## src/rtl/tank_seq_pkg.sv

```systemverilog
package tank_seq_pkg;
  localparam int STEPS_PER_BRANCH = 3;

  typedef struct packed {
    logic drain;
    logic fill;
    logic armed;
  } branch_steps_t;
endpackage

```

## src/rtl/tank_seq_init_step.sv

```systemverilog
module tank_seq_init_step (
  input  logic clk,
  input  logic rst,
  input  logic start_btn,
  output logic active,
  output logic fork_go
);
  assign fork_go = active & start_btn;

  always_ff @(posedge clk) begin
    if (rst)          active <= 1'b1;
    else if (fork_go) active <= 1'b0;
  end
endmodule

```

## src/rtl/tank_seq_branch.sv

```systemverilog
module tank_seq_branch
  import tank_seq_pkg::*;
(
  input  logic          clk,
  input  logic          rst,
  input  logic          fork_go,
  input  logic          is_empty,
  input  logic          is_full,
  output branch_steps_t steps
);
  logic set_fill, set_drain;

  assign set_fill  = (steps.armed | steps.drain) & is_empty;
  assign set_drain = steps.fill & is_full;

  always_ff @(posedge clk) begin
    if (rst) begin
      steps <= '0;
    end else begin
      if (fork_go)       steps.armed <= 1'b1;
      else if (set_fill) steps.armed <= 1'b0;

      if (set_fill)       steps.fill <= 1'b1;
      else if (set_drain) steps.fill <= 1'b0;

      if (set_drain)     steps.drain <= 1'b1;
      else if (set_fill) steps.drain <= 1'b0;
    end
  end
endmodule

```

## src/rtl/tank_pair_seq.sv

```systemverilog
module tank_pair_seq
  import tank_seq_pkg::*;
#(
  parameter int NUM_TANKS = 2,
  localparam int STEP_W = 1 + STEPS_PER_BRANCH * NUM_TANKS
) (
  input  logic                 clk,
  input  logic                 rst,
  input  logic                 start_btn,
  input  logic [NUM_TANKS-1:0] tank_empty,
  input  logic [NUM_TANKS-1:0] tank_full,
  output logic [NUM_TANKS-1:0] pump_en,
  output logic [NUM_TANKS-1:0] valve_en,
  output logic [STEP_W-1:0]    step_vec
);
  logic init_active, fork_go;

  tank_seq_init_step u_init (
    .clk       (clk),
    .rst       (rst),
    .start_btn (start_btn),
    .active    (init_active),
    .fork_go   (fork_go)
  );

  assign step_vec[0] = init_active;

  for (genvar t = 0; t < NUM_TANKS; t++) begin : g_branch
    branch_steps_t bs;

    tank_seq_branch u_br (
      .clk      (clk),
      .rst      (rst),
      .fork_go  (fork_go),
      .is_empty (tank_empty[t]),
      .is_full  (tank_full[t]),
      .steps    (bs)
    );

    assign pump_en[t]  = bs.fill;
    assign valve_en[t] = bs.drain;
    assign step_vec[1 + STEPS_PER_BRANCH*t +: STEPS_PER_BRANCH] = bs;
  end
endmodule

```

## config.mk

```make
export PLATFORM = sky130hd
export DESIGN_NAME = tank_pair_seq
export DESIGN_NICKNAME = d
export VERILOG_FILES = /design/src/rtl/tank_seq_pkg.sv /design/src/rtl/tank_seq_init_step.sv /design/src/rtl/tank_seq_branch.sv /design/src/rtl/tank_pair_seq.sv
export SDC_FILE = /design/constraint.sdc
export NUM_CORES = 1
export LEC_CHECK = 0
export BUFFER_PORTS_ARGS = -buffer_cell sky130_fd_sc_hd__buf_2
export CORE_AREA = 2 2 39 41
export CTS_CLUSTER_SIZE = 24
export DETAILED_ROUTE_END_ITERATION = 10
export DIE_AREA = 0 0 41 43
export SYNTH_ARGS = -nofsm -noshare
export SYNTH_HDL_FRONTEND = slang
export SYNTH_SLANG_ARGS = --single-unit
```

## constraint.sdc

```tcl
create_clock -name clk -period 0.9 [get_ports clk]
set_clock_uncertainty 0.15 [all_clocks]
set_input_delay 0.09 -clock clk [delete_from_list [all_inputs] [get_ports clk]]
set_output_delay 0.09 -clock clk [all_outputs]
set_load 0.01 [all_outputs]
```

==> results.yml, run 1 <==
synth:
  syn-num-nets: 38
  netlist_instances: 31
  synthDistinctLibCells: 9
  synth_top_area_cell: "dfxtp_1"
  synth_seq_cells: 7
  synth-compound-area-share_pct: 17.12
  yosys_warnings: 0
  synth-main-ff-cell: "dfxtp_1"
  synthTopCellsByCount: "dfxtp_1, a21oi_1, nand2b_1, buf_4, nand2_1"
  synth_xor_area_share_pct: 0
  synth-simple-area-share_pct: 17.57
  async_flop_share_pct: 0
  syn_area_um2: 277.8
  synthMuxAreaShare_pct: 0
  synth_top_area_share_pct: 50.45
  syn_avg_cell_area_um2: 8.960
  synth_sequential_area_ratio_pct: 50.45
  ys_top_cells_by_area: "dfxtp_1, buf_4, nand2b_1"
  synth_edf_count: 0
  synth_top_family_by_area: "simple AND/OR/NAND/NOR gates"
  post-synth-top-count-cell: "dfxtp_1"
  synthAdderAreaFrac_pct: 0
clock_network:
  clockBufferDepth: 2
  cts_made_buffers: 3
  cts_tree: "built"
  h-tree-depth: 1
  clock-root-buffer: "clkbuf_4"
  insertion_delay_ns: 0.25
  path_clk_slew_ns: 0.05
  cts_sinks: 7
grt:
  grt_pass1_wl_um: 1062
  grt_overflow: 0
  antenna_found_initial: 0
  track_usage_pct: 9.759
  grt_max_degree: 8
  first_global_vias: 268
sta:
  setup_ws_ns: -0.07318
  fmax_mhz: 1028
  slew-limit-headroom_pct: 88.69
  period_share_pct: 108.1
  period_minus_slack_ns: 0.9732
  rsz0062_at_grt: "true"
  final_hold_viol_count: 7
  setup-tns-final_ns: -0.6052
  tightest_slew_ns: 0.1696
  setup_violations: 12
  final_max_slew_viol_count: 0
  whs_ns: -0.06257
place:
  gp_congestion: 0.6330
  dp_cells: 59
  portBuffers: 17
  dp_worst_setup_slack_ns: 0.07338
pwr:
  power.share.sequential_pct: 44.5
  p_comb_share_pct: 17.0
  ir_worst_vdd_mv: 0.8444
  power_switching_mw: 0.1840
  finalPower_mw: 0.7577
  swShare_pct: 24.28
  power_report.internal_total_mw: 0.5737
  clockPowerShare_pct: 38.5
  power_leakage_nw: 0.2402
  power-per-cell-area_nw_per_um2: 1408
route:
  drt_iter0_drc: 2
  wl_per_cell_um: 9.812
  dr_wl_met2_um: 339
  wl_met3_um: 72
  wl_met1_um: 253
  drc: 0
  vias: 282
  postRouteWirelength_um: 677
  routed_via_density: 4.087
  drt-pass1-iter-count: 4
  final_antenna_net_count: 0
  routed.top_layer: "met4"
die:
  dieArea_um2: 1763
  core_um2: 1384
  fp.dieH_um: 43
  initial_utilization_pct: 20.07
  pin_count: 18
  dieWidth_um: 41
  rows: 14
worst_setup_path:
  r2r_start: "g_branch[0].u_br.steps[2]$_SDFFE_PP0P_"
  critPathLaunchType: "input port"
  critical_path_buf_inv_count: 2
  path_delay_family: "buffers and inverters"
  cp_max_fo: 2
  arrival_ns: 1.01
  critPathSlowestCell: "dlygate4sd3_1"
  endpoint_kind: "flip-flop"
  crit_type: "input port to flip-flop"
  path_cells: "buf_2 > dlygate4sd3_1 > nand2b_1 > a21oi_1"
  required_ns: 0.94
  slowest_delay_ns: 0.56
  critPathLaunch: "tank_full[0]"
cells_and_area:
  area_growth_pct: 93.69
  antenna_cells: 0
  num-nets-final: 61
  final_cells: 69
  drive_gt1_share_pct: 73.58
  fill_cells: 143
run:
  cap_violations: 0
hold_path:
  hp-start: "tank_empty[0]"
  worstHoldPathType: "input port to flip-flop"
status:
  status: "complete, but fails checks"
  violations: "hold timing, setup timing"
## state kept, by name (all words and copies together), names as in the netlist
signal	cells
u_init.active	1
g_branch.u_br.steps	6
## routing by layer
layer	vias up	track usage (%)
li1	139	-
met1	127	11.97
met2	13	11.25
met3	3	9.424
met4	0	4.000
met5	-	0
## stage by stage
step	hold slack, ns	utilization (%)	instance area [um2]
5_1_grt	-0.07311	38.88	538.0
2_1_floorplan	0.009066	-	277.8
3_5_place_dp	0.2071	24.95	345.3
4_1_cts	-0.07111	35.26	488.0
6_report	-0.06257	38.88	538.0
3_3_place_gp	0.1997	24.95	345.3
## area by class of cell
| class | count | area [um2] | share of cell area, % |
|---|---|---|---|
| repair buffers | 23 | 205.2 | 38.14 |
| flip-flops and latches | 7 | 153.9 | 28.60 |
| multi-input cells | 18 | 128.9 | 23.95 |
| clock buffers | 4 | 26.28 | 4.884 |
| well taps | 16 | 20.02 | 3.721 |
| inverters | 1 | 3.754 | 0.6977 |
## final timing paths
check	end	slack, ns	depth (start not counted)
max	g_branch[0].u_br.steps[1]$_SDFFE_PP0P_	-0.07	4
min	g_branch[0].u_br.steps[1]$_SDFFE_PP0P_	-0.06	3
max reg2reg	g_branch[0].u_br.steps[1]$_SDFFE_PP0P_	0	3
min reg2reg	g_branch[1].u_br.steps[0]$_SDFFE_PP0P_	0.35	2
## power groups by stage
| stage | clock network [mW] | registers [mW] | logic, mW |
|---|---|---|---|
| after global routing | 0.329 | 0.340 | 0.141 |
| after global placement | 0 | 0.342 | 0.0708 |
| final | 0.292 | 0.337 | 0.129 |
| after floorplan | 0 | 0.348 | 0.0364 |
| after detailed placement | 0 | 0.343 | 0.0716 |
| after CTS | 0.302 | 0.342 | 0.115 |
## placed cells by master (no fill, tap or decap), drive strengths merged
cell type	n
nand2b	6
buf	22
dfxtp	7
inv	1
dlygate4sd3	1
o21ai	2
clkbuf	4
a21o	1
nand2	3
a21oi	6
## worst min-delay path, stage by stage
cell and delay (ns):
buf_2 0.12, o21ai_2 0.05, a21oi_1 0.05
## cell families after synthesis
group / count (synthesis)
and+or+nand+nor: 9
buffers and inverters: 6
AOI/OAI and AO/OA: 9
DFF: 7
## what timing repair did
item	in CTS	in global routing
setup endpoints to repair	11	15
setup buffers	5	0
endpoints found under the hold margin	7	7
gates resized for setup	17	11
pin swaps	0	4
hold buffers	1	1
Power figures use the tool's default switching activity.
==> run 2: changes to the inputs <==
--- a/config.mk
+++ b/config.mk
@@ -12,4 +12,5 @@
 export DIE_AREA = 0 0 41 43
 export SYNTH_ARGS = -nofsm -noshare
 export SYNTH_HDL_FRONTEND = slang
+export SYNTH_HIERARCHICAL = 1
 export SYNTH_SLANG_ARGS = --single-unit
==> run 2 against run 1 <==
Compared with the run above:
- the run still ends with hold timing, setup timing left
- hold slack improved by 0.0052 ns
- final cell count unchanged
- combinational power decreased by 12%
- sequential power increased by 1%
- largest cell class unchanged
- fmax increased by 0.20%
==> results.yml, run 2 <==
synth:
  syn_area_um2: 289.0
  syn-num-nets: 40
  synth-main-ff-cell: "dfxtp_1"
  netlist_instances: 33
  async_flop_share_pct: 0
  synth_top_area_cell: "dfxtp_1"
  syn_avg_cell_area_um2: 8.758
  ys_top_cells_by_area: "dfxtp_1, buf_4, nand2b_1"
  post-synth-top-count-cell: "dfxtp_1"
  synthTopCellsByCount: "dfxtp_1, a21oi_1, nand2b_1, buf_4, inv_1"
  yosys_warnings: 6
  synthDistinctLibCells: 9
  synth_top_area_share_pct: 48.48
  synth_seq_cells: 7
  synth_sequential_area_ratio_pct: 48.48
  synth_edf_count: 0
die:
  dieArea_um2: 1763
  dieWidth_um: 41
  pin_count: 18
  fp.dieH_um: 43
  rows: 14
  core_um2: 1384
  initial_utilization_pct: 20.89
route:
  vias: 274
  wl_per_cell_um: 9.014
  final_antenna_net_count: 0
  drt_iter0_drc: 4
  drc: 0
  routed_via_density: 3.971
  drt-pass1-iter-count: 4
  postRouteWirelength_um: 622
cells_and_area:
  reg_top3: "g_branch.u_br/steps x6, u_init/active x1"
  largest_reg_flops: 6
  largest-register: "g_branch.u_br/steps"
  mostFrequentLayoutCells: "buf_6, nand2b_1, dfxtp_2, buf_2, a21oi_1"
  drive_gt1_share_pct: 64.15
  final_common_cell: "buf_6"
  num-nets-final: 61
  area_growth_pct: 74.46
  final_cells: 69
  antenna_cells: 0
status:
  violations: "hold timing, setup timing"
  status: "complete, but fails checks"
sta:
  final_max_slew_viol_count: 0
  setup_ws_ns: -0.07125
  final_hold_viol_count: 7
  fmax_mhz: 1030
  slew-limit-headroom_pct: 88.62
  whs_ns: -0.05738
  setup_violations: 12
  rsz0062_at_grt: "true"
  period_minus_slack_ns: 0.9713
  tightest_slew_ns: 0.1689
  period_share_pct: 107.9
pwr:
  p_comb_share_pct: 15.6
  clockPowerShare_pct: 38.1
  power_leakage_nw: 0.2262
  power.share.sequential_pct: 46.3
  power-per-cell-area_nw_per_um2: 1459
  ir_worst_vdd_mv: 0.5287
  swShare_pct: 22.94
  power_switching_mw: 0.1688
  power_report.internal_total_mw: 0.5671
clock_network:
  cts_sinks: 7
  h-tree-depth: 1
  insertion_delay_ns: 0.25
  cts_tree: "built"
  path_clk_slew_ns: 0.06
  clock-root-buffer: "clkbuf_4"
  clockBufferDepth: 2
  cts_made_buffers: 3
place:
  dp_worst_setup_slack_ns: 0.04965
  dp_cells: 61
  gp_congestion: 0.6952
  hpwl_um: 436.4
  portBuffers: 17
grt:
  first_global_vias: 232
  grt_pass1_wl_um: 917
  track_usage_pct: 8.249
  met2_usage_pct: 10.63
  grt-busiest-layer: "met2"
  antenna_found_initial: 0
  grt_use_met1_pct: 8.738
  grt_overflow: 0
  met3_usage_pct: 4.712
  grt_max_degree: 8
worst_setup_path:
  critPathLaunchType: "input port"
  crit_type: "input port to flip-flop"
  arrival_ns: 0.99
  endpoint_kind: "flip-flop"
  cp_max_fo: 2
  required_ns: 0.92
hold_path:
  worstHoldPathType: "input port to flip-flop"
run:
  cap_violations: 0
-- run 2: cell families after synthesis --
| group | Yosys count | share of synthesized area [%] |
|---|---|---|
| buffers and inverters | 8 | 16.88 |
| AO/OA/AOI/OAI | 9 | 16.45 |
| AND/OR/NAND/NOR | 9 | 18.19 |
| flip-flops | 7 | 48.48 |
-- run 2: metrics by stage --
step	hold slack (ns)	area (um2)	utilization, %	total power [mW]	TNS (ns)
global route	-0.06427	504.2	36.44	0.8001	-1.002
floorplan	0.009066	289.0	-	0.3874	0
global placement	0.2019	356.6	25.77	0.4163	0
detailed placement	0.2058	356.6	25.77	0.4183	0
CTS	-0.06653	470.5	34.00	0.7455	-0.5273
finish	-0.05738	504.2	36.44	0.7359	-0.4594
-- run 2: worst paths after layout --
check / startpoint / endpoint / slack, ns / cells after the start
setup / recovery: tank_full[1] / g_branch[1].u_br/steps[1]$_SDFFE_PP0P_ / -0.07 / 4
hold / removal: rst / g_branch[0].u_br/steps[0]$_SDFFE_PP0P_ / -0.06 / 2
setup reg to reg: g_branch[1].u_br/steps[2]$_SDFFE_PP0P_ / g_branch[1].u_br/steps[1]$_SDFFE_PP0P_ / -0.01 / 3
hold reg to reg: u_init/active$_SDFFE_PP1P_ / u_init/active$_SDFFE_PP1P_ / 0.32 / 1
-- run 2: repair_timing --
item,CTS,global route
endpoints found under the setup margin,11,15
setup buffers,3,0
pin swaps,0,3
gates resized for setup,17,7
hold endpoints to repair,7,7
-- run 2: worst max-delay path, stage by stage --
cell           delay, ns
buf_2               0.09
dlygate4sd3_1       0.55
nand2b_1            0.15
a21oi_1             0.11
-- run 2: power by group through the flow --
| stage | Combinational (mW) | Sequential, mW | Clock (mW) |
|---|---|---|---|
| finish | 0.114 | 0.341 | 0.280 |
| global route | 0.124 | 0.343 | 0.333 |
| CTS | 0.105 | 0.343 | 0.298 |
| detailed placement | 0.0755 | 0.343 | 0 |
| global placement | 0.0746 | 0.342 | 0 |
| floorplan | 0.0398 | 0.348 | 0 |
-- run 2: final cells by class --
cell class                      count  area [um2]
Tap cell                           16       20.02
Multi-Input combinational cell     18       108.9
Timing Repair Buffer               21       186.4
Inverter                            3       11.26
Clock buffer                        4       26.28
Fill cell                         150       879.6
Sequential cell                     7       151.4
-- run 2: metal layers --
metal,vias up,routed length (um)
met5,-,0
met4,0,0
met3,0,35
met2,9,327
met1,125,260
li1,140,-
==> run 3: changes to the inputs <==
--- a/config.mk
+++ b/config.mk
@@ -10,6 +10,8 @@
 export CTS_CLUSTER_SIZE = 24
 export DETAILED_ROUTE_END_ITERATION = 10
 export DIE_AREA = 0 0 41 43
+export GPL_TIMING_DRIVEN = 0
+export SKIP_LAST_GASP = 1
 export SYNTH_ARGS = -nofsm -noshare
 export SYNTH_HDL_FRONTEND = slang
 export SYNTH_HIERARCHICAL = 1
==> run 3 against run 2 <==
Compared with the run above:
- the run still ends with hold timing, setup timing left
- critical path depth shrank 2
- core utilization grew 6.1 points
- clock power grew 2%
- count of clock-buffer cells in the layout shrank 1
- largest cell class unchanged
- highest routed layer unchanged
==> results.yml, run 3 (synthesized netlist as in run 2, its figures left out) <==
cells_and_area:
  num-nets-final: 69
  register_area_um2: 148.9
  largest_reg_flops: 6
  design_area_um2: 588.1
  largest-register: "g_branch.u_br/steps"
  antenna_cells: 0
  reg_top3: "g_branch.u_br/steps x6, u_init/active x1"
  area_growth_pct: 103.5
  mostFrequentLayoutCells: "buf_6, buf_2, dfxtp_2, nand2b_1, buf_4"
  drive_gt1_share_pct: 77.05
  final_common_cell: "buf_6"
  fill_cells: 143
  multiInputGateArea_um2: 120.1
grt:
  grt_max_degree: 8
  antenna_found_initial: 0
  grt_pass1_wl_um: 903
  grt_overflow: 0
  first_global_vias: 247
  track_usage_pct: 7.460
sta:
  whs_ns: -0.06508
  tightest_slew_ns: 0.1715
  fmax_mhz: 964.6
  final_max_slew_viol_count: 0
  rsz0062_at_grt: "true"
  final_hold_viol_count: 7
  period_minus_slack_ns: 1.037
  period_share_pct: 115.2
  slew-limit-headroom_pct: 88.56
  setup_ws_ns: -0.1367
  setup_violations: 15
pwr:
  ir_worst_vdd_mv: 0.6832
  finalPower_mw: 0.7792
  power-per-cell-area_nw_per_um2: 1325
  power_leakage_nw: 0.2761
clock_network:
  clockBufferDepth: 2
  cts_tree: "built"
  insertion_delay_ns: 0.25
  cts_made_buffers: 3
  path_clk_slew_ns: 0.06
  h-tree-depth: 1
  clock-root-buffer: "clkbuf_4"
  cts_sinks: 7
worst_setup_path:
  critPathLaunch: "g_branch[0].u_br/steps[2]$_SDFFE_PP0P_"
  r2r-end: "g_branch[0].u_br/steps[1]$_SDFFE_PP0P_"
  cp-endpoint: "valve_en[0]"
  reg2regPathDepth: 3
  critPathLaunchType: "flip-flop"
  endpoint_kind: "output port"
  cp_max_fo: 3
  crit_type: "flip-flop to output port"
  required_ns: 0.66
  r2r_slack_ns: -0.03
  r2r_start: "g_branch[0].u_br/steps[0]$_SDFFE_PP0P_"
  arrival_ns: 0.80
die:
  pin_count: 18
  dieArea_um2: 1763
  fp.dieH_um: 43
  initial_utilization_pct: 20.89
  dieWidth_um: 41
  core_um2: 1384
  rows: 14
place:
  portBuffers: 17
  place_area_um2: 394.1
  hpwl_um: 430.9
  gp_congestion: 0.6757
route:
  postRouteWirelength_um: 685
  wl_per_cell_um: 8.896
  drt_iter0_drc: 6
  drt-pass1-iter-count: 5
  drc: 0
  final_antenna_net_count: 0
  vias: 310
  routed_via_density: 4.026
status:
  violations: "hold timing, setup timing"
  status: "complete, but fails checks"
hold_path:
  worstHoldPathType: "input port to flip-flop"
  hp-start: "tank_empty[1]"
run:
  cap_violations: 0
[run 3: cell types whose count changed in the layout (fill, tap and decap cells not counted), sizes merged]
cell / before / now
buf: 20 / 28
clkinv: 0 / 1
clkbuf: 4 / 3
[run 3: worst max-delay path: stages (launching register included)]
cell     delay [ns]
dfxtp_2        0.33
buf_6          0.11
buf_6          0.11
[run 3: repair_timing]
item	4_1_cts	5_1_grt
pin swaps	0	2
hold endpoints to repair	7	7
buffers inserted	5	1
setup endpoints to repair	11	16
resized for setup	20	13
[run 3: layer usage]
layer  vias up  track usage (%)  part of all wire (%)
met5         -                0                     0
met4         0            4.000                     0
met3         0            2.094                   8.6
met2        11            10.63                    53
met1       142            9.772                    38
li1        157                -                     -
[run 3: worst min path at each step]
stage,endpoint,slack (ns),cells after the start
2_1_floorplan,g_branch[0].u_br/steps[0]$_SDFFE_PP0P_,0.009,1
3_3_place_gp,g_branch[1].u_br/steps[0]$_SDFFE_PP0P_,0.20,2
3_5_place_dp,u_init/active$_SDFFE_PP1P_,0.21,3
4_1_cts,g_branch[1].u_br/steps[2]$_SDFFE_PP0P_,-0.07,2
5_1_grt,g_branch[1].u_br/steps[1]$_SDFFE_PP0P_,-0.07,3
6_report,g_branch[1].u_br/steps[1]$_SDFFE_PP0P_,-0.07,3
[run 3: through the flow]
| step | setup WS [ns] | TNS (ns) | hold slack (ns) | std cells | util [%] |
|---|---|---|---|---|---|
| final | -0.1367 | -1.056 | -0.06508 | 77 | 42.50 |
| after global routing | -0.1688 | -1.537 | -0.06619 | 77 | 42.50 |
| after CTS | -0.1403 | -1.264 | -0.07051 | 75 | 38.79 |
| after detailed placement | 0.05577 | 0 | 0.2109 | 66 | 28.48 |
| after global placement | 0.06700 | 0 | 0.2048 | 66 | 28.48 |
| after floorplan | 0.08320 | 0 | 0.009066 | 33 | - |
[run 3: final cells by class]
class	instances	share of cell area (%)
inverter	3	1.915
buffer	5	9.574
clock inverter	1	0.8511
tap	16	3.404
sequential	7	25.32
timing repair buffer	24	34.68
multi-input combinational	18	20.43
clock buffer	3	3.830
[run 3: power breakdown]
part	internal, mW	total (mW)	switching (mW)	leakage [nW]
registers	0.328	0.343	0.0142	0.0598
logic	0.0978	0.152	0.0543	0.199
clock network	0.163	0.285	0.122	0.0177
total	0.589	0.779	0.191	0.276
